$ cat src/rtl/fsnap_pkg.sv
package fsnap_pkg;

    localparam int BYTE_W = 8;

    typedef enum logic [1:0] {
        ST_IDLE  = 2'd0,
        ST_WRITE = 2'd1,
        ST_FIN   = 2'd2,
        ST_HOLD  = 2'd3
    } fsnap_state_e;

endpackage

$ cat src/rtl/fsnap_capture.sv
module fsnap_capture
    import fsnap_pkg::*;
#(
    parameter int N_STAT = 3,
    parameter int N_VCH  = 8,
    parameter int VW     = 10,
    parameter int N_TEMP = 3,
    parameter int TW     = 10,
    parameter int NB     = N_STAT + N_VCH + N_TEMP + 1,
    parameter int IDXW   = $clog2(NB)
) (
    input  logic                    clk,
    input  logic                    rst_n,
    input  logic                    load_i,
    input  logic [N_STAT*BYTE_W-1:0] stat_in,
    input  logic [BYTE_W-1:0]       vch1_in,
    input  logic [(N_VCH-1)*VW-1:0] vchx_in,
    input  logic [N_TEMP*TW-1:0]    temp_in,
    input  logic [BYTE_W-1:0]       isns_in,
    input  logic [IDXW-1:0]         sel_i,
    output logic [BYTE_W-1:0]       byte_o
);

    localparam int V1_POS   = N_STAT;
    localparam int VX_POS   = N_STAT + 1;
    localparam int TEMP_POS = N_STAT + N_VCH;
    localparam int ISNS_POS = NB - 1;

    logic [NB*BYTE_W-1:0] live;
    logic [NB*BYTE_W-1:0] shadow;

    // Byte order of the log: status, channel 1, channels 2..N, temperatures, current
    genvar g;
    generate
        for (g = 0; g < N_STAT; g++) begin : g_stat
            assign live[(g)*BYTE_W +: BYTE_W] = stat_in[g*BYTE_W +: BYTE_W];
        end
        for (g = 0; g < N_VCH - 1; g++) begin : g_vch
            assign live[(VX_POS+g)*BYTE_W +: BYTE_W] = vchx_in[g*VW + VW - BYTE_W +: BYTE_W];
        end
        for (g = 0; g < N_TEMP; g++) begin : g_temp
            assign live[(TEMP_POS+g)*BYTE_W +: BYTE_W] = temp_in[g*TW + TW - BYTE_W +: BYTE_W];
        end
    endgenerate

    assign live[V1_POS*BYTE_W +: BYTE_W]   = vch1_in;
    assign live[ISNS_POS*BYTE_W +: BYTE_W] = isns_in;

    always_ff @(posedge clk) begin
        if (!rst_n) begin
            shadow <= '0;
        end else if (load_i) begin
            shadow <= live;
        end
    end

    always_comb begin
        byte_o = '0;
        if (32'(sel_i) < NB) begin
            byte_o = shadow[sel_i*BYTE_W +: BYTE_W];
        end
    end

    // the frozen copy never moves except on a capture
    a_r7_shadow_frozen: assert property (@(posedge clk) disable iff (!rst_n)
        !load_i |=> $stable(shadow));

endmodule

$ cat src/rtl/fsnap_ctrl.sv
module fsnap_ctrl
    import fsnap_pkg::*;
#(
    parameter int NB   = 15,
    parameter int IDXW = $clog2(NB)
) (
    input  logic            clk,
    input  logic            rst_n,
    input  logic            en,
    input  logic            trig,
    input  logic            clr,
    input  logic            mem_ack,
    output logic            load_o,
    output logic [IDXW-1:0] idx_o,
    output logic            mem_wr_o,
    output logic            busy_o,
    output logic            done_o
);

    localparam logic [IDXW-1:0] LAST_IDX = IDXW'(NB - 1);

    fsnap_state_e state, state_nx;
    logic [IDXW-1:0] idx_nx;
    logic            start;
    logic            wr_done;

    assign start   = en && trig;
    assign wr_done = (state == ST_WRITE) && mem_ack;

    // state register
    always_ff @(posedge clk) begin
        if (!rst_n) begin
            state <= ST_IDLE;
            idx_o <= '0;
        end else begin
            state <= state_nx;
            idx_o <= idx_nx;
        end
    end

    // next state
    always_comb begin
        state_nx = state;
        idx_nx   = idx_o;
        unique case (state)
            ST_IDLE: begin
                idx_nx = '0;
                if (start) state_nx = ST_WRITE;
            end
            ST_WRITE: begin
                if (wr_done) begin
                    if (idx_o == LAST_IDX) begin
                        state_nx = ST_FIN;
                    end else begin
                        idx_nx = idx_o + 1'b1;
                    end
                end
            end
            ST_FIN: begin
                state_nx = ST_HOLD;
            end
            ST_HOLD: begin
                if (clr) state_nx = ST_IDLE;
            end
            default: state_nx = ST_IDLE;
        endcase
    end

    // outputs
    always_comb begin
        load_o   = 1'b0;
        mem_wr_o = 1'b0;
        busy_o   = 1'b0;
        done_o   = 1'b0;
        unique case (state)
            ST_IDLE:  load_o = start;
            ST_WRITE: begin
                mem_wr_o = 1'b1;
                busy_o   = 1'b1;
            end
            ST_FIN:   done_o = 1'b1;
            ST_HOLD:  ;
            default:  ;
        endcase
    end

    // an unanswered request keeps its slot
    a_r8_hold_slot: assert property (@(posedge clk) disable iff (!rst_n)
        mem_wr_o && !mem_ack |=> mem_wr_o && $stable(idx_o));

    // done lasts one cycle and follows the final acknowledged write
    a_r9_done_single: assert property (@(posedge clk) disable iff (!rst_n)
        done_o |=> !done_o);
    a_r9_done_after_ack: assert property (@(posedge clk) disable iff (!rst_n)
        done_o |-> $past(busy_o) && $past(mem_ack));

    // a finished log stays locked until clear
    a_r10_locked: assert property (@(posedge clk) disable iff (!rst_n)
        (state == ST_HOLD) && !clr |=> (state == ST_HOLD));

    // no start without enable
    a_r11_no_start: assert property (@(posedge clk) disable iff (!rst_n)
        (state == ST_IDLE) && !en |=> (state == ST_IDLE) && !busy_o);

endmodule

$ cat src/rtl/fsnap_logger.sv
module fsnap_logger
    import fsnap_pkg::*;
#(
    parameter int          N_STAT    = 3,
    parameter int          N_VCH     = 8,
    parameter int          VW        = 10,
    parameter int          N_TEMP    = 3,
    parameter int          TW        = 10,
    parameter int          AW        = 8,
    parameter logic [7:0]  BASE_ADDR = 8'h80
) (
    input  logic                     clk,
    input  logic                     rst_n,
    input  logic                     en,
    input  logic                     trig,
    input  logic                     clr,
    input  logic [N_STAT*BYTE_W-1:0] stat_in,
    input  logic [BYTE_W-1:0]        vch1_in,
    input  logic [(N_VCH-1)*VW-1:0]  vchx_in,
    input  logic [N_TEMP*TW-1:0]     temp_in,
    input  logic [BYTE_W-1:0]        isns_in,
    input  logic                     mem_ack,
    output logic [AW-1:0]            mem_addr,
    output logic [BYTE_W-1:0]        mem_data,
    output logic                     mem_wr,
    output logic                     busy,
    output logic                     done
);

    localparam int NB   = N_STAT + N_VCH + N_TEMP + 1;
    localparam int IDXW = $clog2(NB);

    logic            load;
    logic [IDXW-1:0] idx;

    fsnap_ctrl #(
        .NB   (NB),
        .IDXW (IDXW)
    ) u_ctrl (
        .clk      (clk),
        .rst_n    (rst_n),
        .en       (en),
        .trig     (trig),
        .clr      (clr),
        .mem_ack  (mem_ack),
        .load_o   (load),
        .idx_o    (idx),
        .mem_wr_o (mem_wr),
        .busy_o   (busy),
        .done_o   (done)
    );

    fsnap_capture #(
        .N_STAT (N_STAT),
        .N_VCH  (N_VCH),
        .VW     (VW),
        .N_TEMP (N_TEMP),
        .TW     (TW),
        .NB     (NB),
        .IDXW   (IDXW)
    ) u_cap (
        .clk     (clk),
        .rst_n   (rst_n),
        .load_i  (load),
        .stat_in (stat_in),
        .vch1_in (vch1_in),
        .vchx_in (vchx_in),
        .temp_in (temp_in),
        .isns_in (isns_in),
        .sel_i   (idx),
        .byte_o  (mem_data)
    );

    assign mem_addr = AW'(BASE_ADDR) + AW'(idx);

    // every request lands inside the log window
    a_r2_addr_window: assert property (@(posedge clk) disable iff (!rst_n)
        mem_wr |-> (mem_addr >= AW'(BASE_ADDR)) && (mem_addr <= AW'(BASE_ADDR) + AW'(NB - 1)));

    // an acknowledged non-final write is followed by the next address
    a_r2_addr_step: assert property (@(posedge clk) disable iff (!rst_n)
        mem_wr && mem_ack && (mem_addr != AW'(BASE_ADDR) + AW'(NB - 1))
        |=> mem_wr && (mem_addr == $past(mem_addr) + 1'b1));

    // data offered with a pending request does not change
    a_r8_data_steady: assert property (@(posedge clk) disable iff (!rst_n)
        mem_wr && !mem_ack |=> $stable(mem_data) && $stable(mem_addr));

endmodule

$ cat config.mk
export PLATFORM = sky130hd
export DESIGN_NAME = fsnap_logger
export DESIGN_NICKNAME = d
export VERILOG_FILES = /design/src/rtl/fsnap_pkg.sv /design/src/rtl/fsnap_capture.sv /design/src/rtl/fsnap_ctrl.sv /design/src/rtl/fsnap_logger.sv
export SDC_FILE = /design/constraint.sdc
export NUM_CORES = 1
export LEC_CHECK = 0
export CAP_MARGIN = 20
export CORE_MARGIN = 5
export CORE_UTILIZATION = 40
export DETAILED_ROUTE_END_ITERATION = 7
export GPL_ROUTABILITY_DRIVEN = 0
export PLACE_DENSITY = 0.79
export SYNTH_ARGS = -nofsm -noshare
export SYNTH_HDL_FRONTEND = slang
export SYNTH_SLANG_ARGS = --single-unit
$ cat constraint.sdc
create_clock -name clk -period 5.9 [get_ports clk]
set_input_delay 1.77 -clock clk [delete_from_list [all_inputs] [get_ports clk]]
set_output_delay 1.77 -clock clk [all_outputs]
set_load 0.005 [all_outputs]
==> results of run 1 <==
[sequential cells by signal, summed over array words and instances, names as in the netlist]
register	cells
u_ctrl.state	2
u_ctrl.idx_o	4
u_cap.shadow	120
[area by class of cell]
type,count,share of cell area (%)
clock buffers,18,5.48
clock inverters,14,3.00
inverters,8,0.375
multi-input cells,501,38.4
flip-flops and latches,126,31.5
well taps,184,2.87
repair buffers,148,18.3
[routing by layer]
layer,vias to the layer above,routed length (um),part of all wire (%)
li1,2549,-,-
met2,118,7430,47
met5,-,0,0
met3,22,1120,7.1
met1,2294,6960,44
met4,0,260,1.6
[through the flow]
stage | worst slack [ns] | total power, mW
detailed placement | 1.63 | 1.52
finish | 1.19 | 2.70
floorplan | 2.62 | 1.33
global route | 1.03 | 2.82
global placement | 1.65 | 1.51
CTS | 1.18 | 2.72
[how the worst max path moves through the flow]
stage / cells past startpoint / slack, ns / end / startpoint
4_1_cts: 5 / 1.18 / mem_data[2] / u_ctrl.idx_o[0]$_SDFFE_PN0P_
3_3_place_gp: 6 / 1.65 / mem_data[6] / u_ctrl.idx_o[0]$_SDFFE_PN0P_
3_5_place_dp: 5 / 1.63 / mem_data[2] / u_ctrl.idx_o[0]$_SDFFE_PN0P_
5_1_grt: 5 / 1.03 / mem_data[2] / u_ctrl.idx_o[0]$_SDFFE_PN0P_
6_report: 5 / 1.19 / mem_data[2] / u_ctrl.idx_o[0]$_SDFFE_PN0P_
2_1_floorplan: 5 / 2.62 / mem_data[4] / u_ctrl.idx_o[0]$_SDFFE_PN0P_
[cells in the mapped netlist]
| master | count |
|---|---|
| nand2_1 | 248 |
| ha_1 | 7 |
| inv_1 | 8 |
| clkbuf_1 | 35 |
| or2_1 | 1 |
| o2bb2ai_1 | 5 |
| o21ai_0 | 3 |
| and2_0 | 3 |
| dfxtp_1 | 126 |
| nand3b_1 | 2 |
| a22oi_1 | 3 |
| a211oi_1 | 5 |
| nor2_1 | 1 |
| and3_1 | 1 |
| buf_6 | 2 |
| buf_4 | 7 |
| o221ai_1 | 3 |
| nand2b_1 | 3 |
| mux2i_1 | 31 |
| nand4_1 | 1 |
| buf_8 | 1 |
| mux4_2 | 8 |
| buf_2 | 11 |
| a221oi_1 | 3 |
| a21boi_0 | 123 |
| and2_1 | 4 |
| o21ai_1 | 3 |
| o22ai_1 | 6 |
| mux4_1 | 5 |
| buf_12 | 1 |
| conb_1 | 2 |
| a222oi_1 | 1 |
| nand3_1 | 7 |
| a21oi_1 | 12 |
| nor2b_1 | 7 |
| o211ai_1 | 1 |
[cell families (layout without fill, tap and decap cells)]
| family | Yosys count | count (layout) |
|---|---|---|
| simple gates | 278 | 278 |
| mux | 44 | 44 |
| flops | 126 | 126 |
| fa+ha+maj | 7 | 7 |
| other cells | 2 | 4 |
| buf+inv | 65 | 188 |
| compound gates | 168 | 168 |
[report_power, final]
group          internal (mW)  leakage, nW  switching (mW)
clock network          0.802        0.314           0.391
registers              0.944         1.03          0.0606
logic                  0.243         1.44           0.256
total                   1.99         2.78           0.708
[worst max-delay path: stages (launching register included)]
cell and delay, ns:
dfxtp_2 0.79, mux4_1 0.65, and2_1 0.18, a211oi_1 0.30, a21oi_1 0.08, clkdlybuf4s50_1 0.51
==> flow_metrics.env, run 1 <==
export IMPL_clk_path_buf_depth=2
export IMPL_grt_busiest_layer="met2"
export IMPL_cts_hold_buffers=0
export IMPL_status="finished clean"
export IMPL_critPathRequiredTime_ns=4.13
export IMPL_whs_endpoint="u_cap.shadow[37]$_SDFFE_PN0P_"
export IMPL_htreeDepth=4
export IMPL_antenna_cells=0
export IMPL_muxShareOfSynthArea_pct=10.5
export IMPL_port_buffers=140
export IMPL_ys_seq_area_share_pct=42.7
export IMPL_regToRegEndpoint="u_cap.shadow[50]$_SDFFE_PN0P_"
export IMPL_ir_drop_mv=0.205
export IMPL_die_width_um=131
export IMPL_cts_root_buf="clkbuf_16"
export IMPL_synth_top_area_share_pct=42.7
export IMPL_hold_ws_ns=0.458
export IMPL_crit_type="flip-flop to primary output"
export IMPL_syn_inst=690
export IMPL_grt_pass1_wl_um=24900
export IMPL_gr_total_overflow=0
export IMPL_slew_headroom_pct=34.5
export IMPL_final_layout_size_suffix_gt1_share_pct=6.38
export IMPL_clkSinkCount=126
export IMPL_synthAdderAreaFrac_pct=1.48
export IMPL_end_kind="primary output"
export IMPL_setup_viol=0
export IMPL_seqCellArea_um2=2520
export IMPL_cts_resized=0
export IMPL_use_met2_pct=28.8
export IMPL_ioPinCount=165
export IMPL_post_synth_num_cell_types=36
export IMPL_path_clk_slew_ns=0.06
export IMPL_yosys_area_share_simple_pct=18.8
export IMPL_final_nets=955
export IMPL_period_share_pct=79.8
export IMPL_routed_wl_um=15800
export IMPL_synth_cell_area_um2=5900
export IMPL_num_vias=4983
export IMPL_timing_fmax_ghz=0.212
export IMPL_grtUsageMet3_pct=7.45
export IMPL_synth_xor_area_share_pct=0
export IMPL_final_cell_mix="nand2_1, clkdlybuf4s50_1, dfxtp_1, a21boi_0, mux2i_1"
export IMPL_finalMaxSlewViolations=0
export IMPL_start_util_pct=40.8
export IMPL_worst_r2r_cell_count=6
export IMPL_min_path_type="flip-flop to flip-flop"
export IMPL_die_y_um=131
export IMPL_cp_start_kind="flip-flop"
export IMPL_insertion_delay_ns=0.42
export IMPL_drtPass1Iterations=4
export IMPL_dp_cells=967
export IMPL_hold_depth=2
export IMPL_grt_pass1_vias=4894
export IMPL_synth_area_leaders="dfxtp_1, nand2_1, a21boi_0, mux2i_1, mux4_2"
export IMPL_leakagePower_nw=2.78
export IMPL_cts_made_buffers=17
export IMPL_fillers=1281
export IMPL_detailed_place_hpwl_um=11100
export IMPL_powerDensity_nw_per_um2=337
export IMPL_yosys_register_bits=126
export IMPL_placed_area_um2=7330
export IMPL_synth_top_family_by_area="compound AO/OA/AOI/OAI gates"
export IMPL_dr_first_iter_drc_count=257
export IMPL_arrival_ns=2.94
export IMPL_reg2reg_slack_ns=3.50
export IMPL_yosysTopAreaCell="dfxtp_1"
export IMPL_tightest_slew_ns=0.981
export IMPL_period_minus_slack_ns=4.71
export IMPL_use_met1_pct=21.9
export IMPL_synth_compound_area_share_pct=20.8
export IMPL_utilization_pct=55.3
export IMPL_synth_area_per_cell_um2=8.55
export IMPL_fin_cells=999
export IMPL_setup_tns_ns=0
export IMPL_ant_nets=0
export IMPL_synth_warnings=0
export IMPL_via_per_inst=4.99
export IMPL_row_count=44
export IMPL_skew_ns=0.00842
export IMPL_grt_max_degree=80
export IMPL_drv_cap=0
export IMPL_r2r_start="u_ctrl.state[0]$_SDFFE_PN0P_"
export IMPL_hold_viol=0
export IMPL_hp_start="u_cap.shadow[37]$_SDFFE_PN0P_"
export IMPL_multiInputGateArea_um2=3080
export IMPL_area_delta_synth_final_pct=35.7
export IMPL_wl_per_cell_um=15.8
export IMPL_tritoncts="done"
export IMPL_core_area_um2=14500
export IMPL_path_max_fanout=21
export IMPL_rsz0062_at_grt="no"
export IMPL_grt_antenna_before_repair=0
export IMPL_track_usage_pct=17.9
export IMPL_dieArea_um2=17300
export IMPL_layout_commonest_cell="nand2_1"
export IMPL_design_area_um2=8010
export IMPL_drcViolationCount=0
export IMPL_post_cts_buffers=0
No activity file was read; power rests on OpenSTA's default activity.
==> inputs of run 2 (changes only) <==
- PLACE_DENSITY: 0.79 -> 0.81
- clock period: 5.9 -> 4.05 ns (I/O delays scaled with it)
==> flow_metrics.env, run 2 (synthesized netlist as in run 1, its figures left out) <==
export IMPL_clkSinkCount=126
export IMPL_cts_root_buf="clkbuf_16"
export IMPL_tightest_slew_ns=0.631
export IMPL_clk_path_buf_depth=2
export IMPL_period_share_pct=93.2
export IMPL_drv_cap=0
export IMPL_arrival_ns=2.56
export IMPL_final_cell_mix="nand2_1, clkdlybuf4s50_1, dfxtp_1, a21boi_0, mux2i_1"
export IMPL_start_util_pct=40.8
export IMPL_slew_headroom_pct=57.9
export IMPL_utilization_pct=54.7
export IMPL_cts_resized=0
export IMPL_status="finished clean"
export IMPL_port_buffers=140
export IMPL_grt_max_degree=88
export IMPL_regMostFlops="u_cap.shadow"
export IMPL_slowest_delay_ns=0.60
export IMPL_ioPinCount=165
export IMPL_dieArea_um2=17300
export IMPL_p_seq_share_pct=40.9
export IMPL_period_minus_slack_ns=3.77
export IMPL_cts_hold_buffers=0
export IMPL_min_path_type="flip-flop to flip-flop"
export IMPL_ir_drop_mv=0.313
export IMPL_final_nets=957
export IMPL_detailed_place_hpwl_um=10900
export IMPL_path_max_fanout=13
export IMPL_layout_commonest_cell="nand2_1"
export IMPL_cpLargestDelayFamily="multiplexers"
export IMPL_hold_viol=0
export IMPL_reg2reg_slack_ns=2.03
export IMPL_placed_area_um2=7380
export IMPL_regToRegEndpoint="u_cap.shadow[33]$_SDFFE_PN0P_"
export IMPL_worstPathCellList="mux4_1 -> and2_1 -> a211oi_1 -> a21oi_1 -> clkdlybuf4s50_1"
export IMPL_final_layout_size_suffix_gt1_share_pct=6.12
export IMPL_p_sw_mw=0.969
export IMPL_row_count=44
export IMPL_setup_viol=0
export IMPL_dp_slack_ns=0.500
export IMPL_tritoncts="done"
export IMPL_critPathRequiredTime_ns=2.83
export IMPL_reg_top3="u_cap.shadow x120, u_ctrl.idx_o x4, u_ctrl.state x2"
export IMPL_core_area_um2=14500
export IMPL_htreeDepth=4
export IMPL_insertion_delay_ns=0.40
export IMPL_grt_pass1_wl_um=24800
export IMPL_path_buf_inv=1
export IMPL_cp_start_kind="flip-flop"
export IMPL_r2r_start="u_ctrl.state[0]$_SDFFE_PN0P_"
export IMPL_whs_endpoint="u_cap.shadow[42]$_SDFFE_PN0P_"
export IMPL_track_usage_pct=17.7
export IMPL_wl_per_cell_um=15.3
export IMPL_worst_r2r_cell_count=6
export IMPL_swShare_pct=27.1
export IMPL_largest_reg_flops=120
export IMPL_end_kind="primary output"
export IMPL_grt_antenna_before_repair=0
export IMPL_p_clk_share_pct=38.4
export IMPL_path_clk_slew_ns=0.05
export IMPL_rsz0062_at_grt="no"
export IMPL_dp_cells=969
export IMPL_hold_ws_ns=0.456
export IMPL_fin_cells=1001
export IMPL_num_vias=4904
export IMPL_dr_first_iter_drc_count=230
export IMPL_leakagePower_nw=2.76
export IMPL_timing_final_ws_setup_ns=0.276
export IMPL_via_per_inst=4.90
export IMPL_design_area_um2=7930
export IMPL_area_delta_synth_final_pct=34.3
export IMPL_finalMaxSlewViolations=0
export IMPL_hp_start="u_cap.shadow[42]$_SDFFE_PN0P_"
export IMPL_skew_ns=0.00472
export IMPL_crit_type="flip-flop to primary output"
export IMPL_cts_made_buffers=17
export IMPL_ant_nets=0
export IMPL_grt_pass1_vias=4943
export IMPL_power_mw=3.57
export IMPL_hold_depth=2
export IMPL_post_cts_buffers=0
export IMPL_critPathSlowestCell="mux4_1"
export IMPL_internal_power_mw=2.60
export IMPL_timing_fmax_ghz=0.265
export IMPL_routed_wl_um=15300
export IMPL_antenna_cells=0
export IMPL_die_y_um=131
export IMPL_drcViolationCount=0
export IMPL_gr_total_overflow=0
export IMPL_powerDensity_nw_per_um2=450
export IMPL_die_width_um=131
export IMPL_setup_tns_ns=0
export IMPL_drtPass1Iterations=5
export IMPL_pwr_share_comb_pct=20.7
run 2: worst max path at each step:
stage	from	to	depth (start not counted)
floorplan	u_ctrl.idx_o[0]$_SDFFE_PN0P_	mem_data[4]	5
global placement	u_ctrl.idx_o[0]$_SDFFE_PN0P_	mem_data[1]	5
detailed placement	u_ctrl.idx_o[0]$_SDFFE_PN0P_	mem_data[2]	5
CTS	u_ctrl.idx_o[0]$_SDFFE_PN0P_	mem_data[2]	5
global route	u_ctrl.idx_o[0]$_SDFFE_PN0P_	mem_data[5]	5
finish	u_ctrl.idx_o[0]$_SDFFE_PN0P_	mem_data[2]	5
run 2: power by group through the flow:
stage          clock [mW]  combinational [mW]  sequential, mW
2_1_floorplan           0               0.482            1.45
4_1_cts              1.40               0.753            1.46
3_3_place_gp            0               0.737            1.48
3_5_place_dp            0               0.747            1.48
5_1_grt              1.46               0.825            1.48
6_report             1.37               0.740            1.46
run 2: tightest hold or removal path, delay by kind of cell, from the launching register on:
family / cells / cell delay, ns
flops: 1 / 0.30
simple gates: 1 / 0.04
compound gates: 1 / 0.06
run 2: cell type report:
type	instances	area, um2
clock buffers	26	509
well taps	184	230
multi-input cells	501	3080
fillers	1320	6550
inverters	8	30.0
clock inverters	6	32.5
repair buffers	150	1520
flip-flops and latches	126	2530
run 2: routing by layer:
| layer | up-vias | GRT usage [%] | wire length, um |
|---|---|---|---|
| met5 | - | 0 | 0 |
| met4 | 0 | 5.71 | 286 |
| met3 | 19 | 6.00 | 978 |
| met2 | 123 | 28.8 | 7340 |
| met1 | 2214 | 22.1 | 6740 |
| li1 | 2548 | - | - |
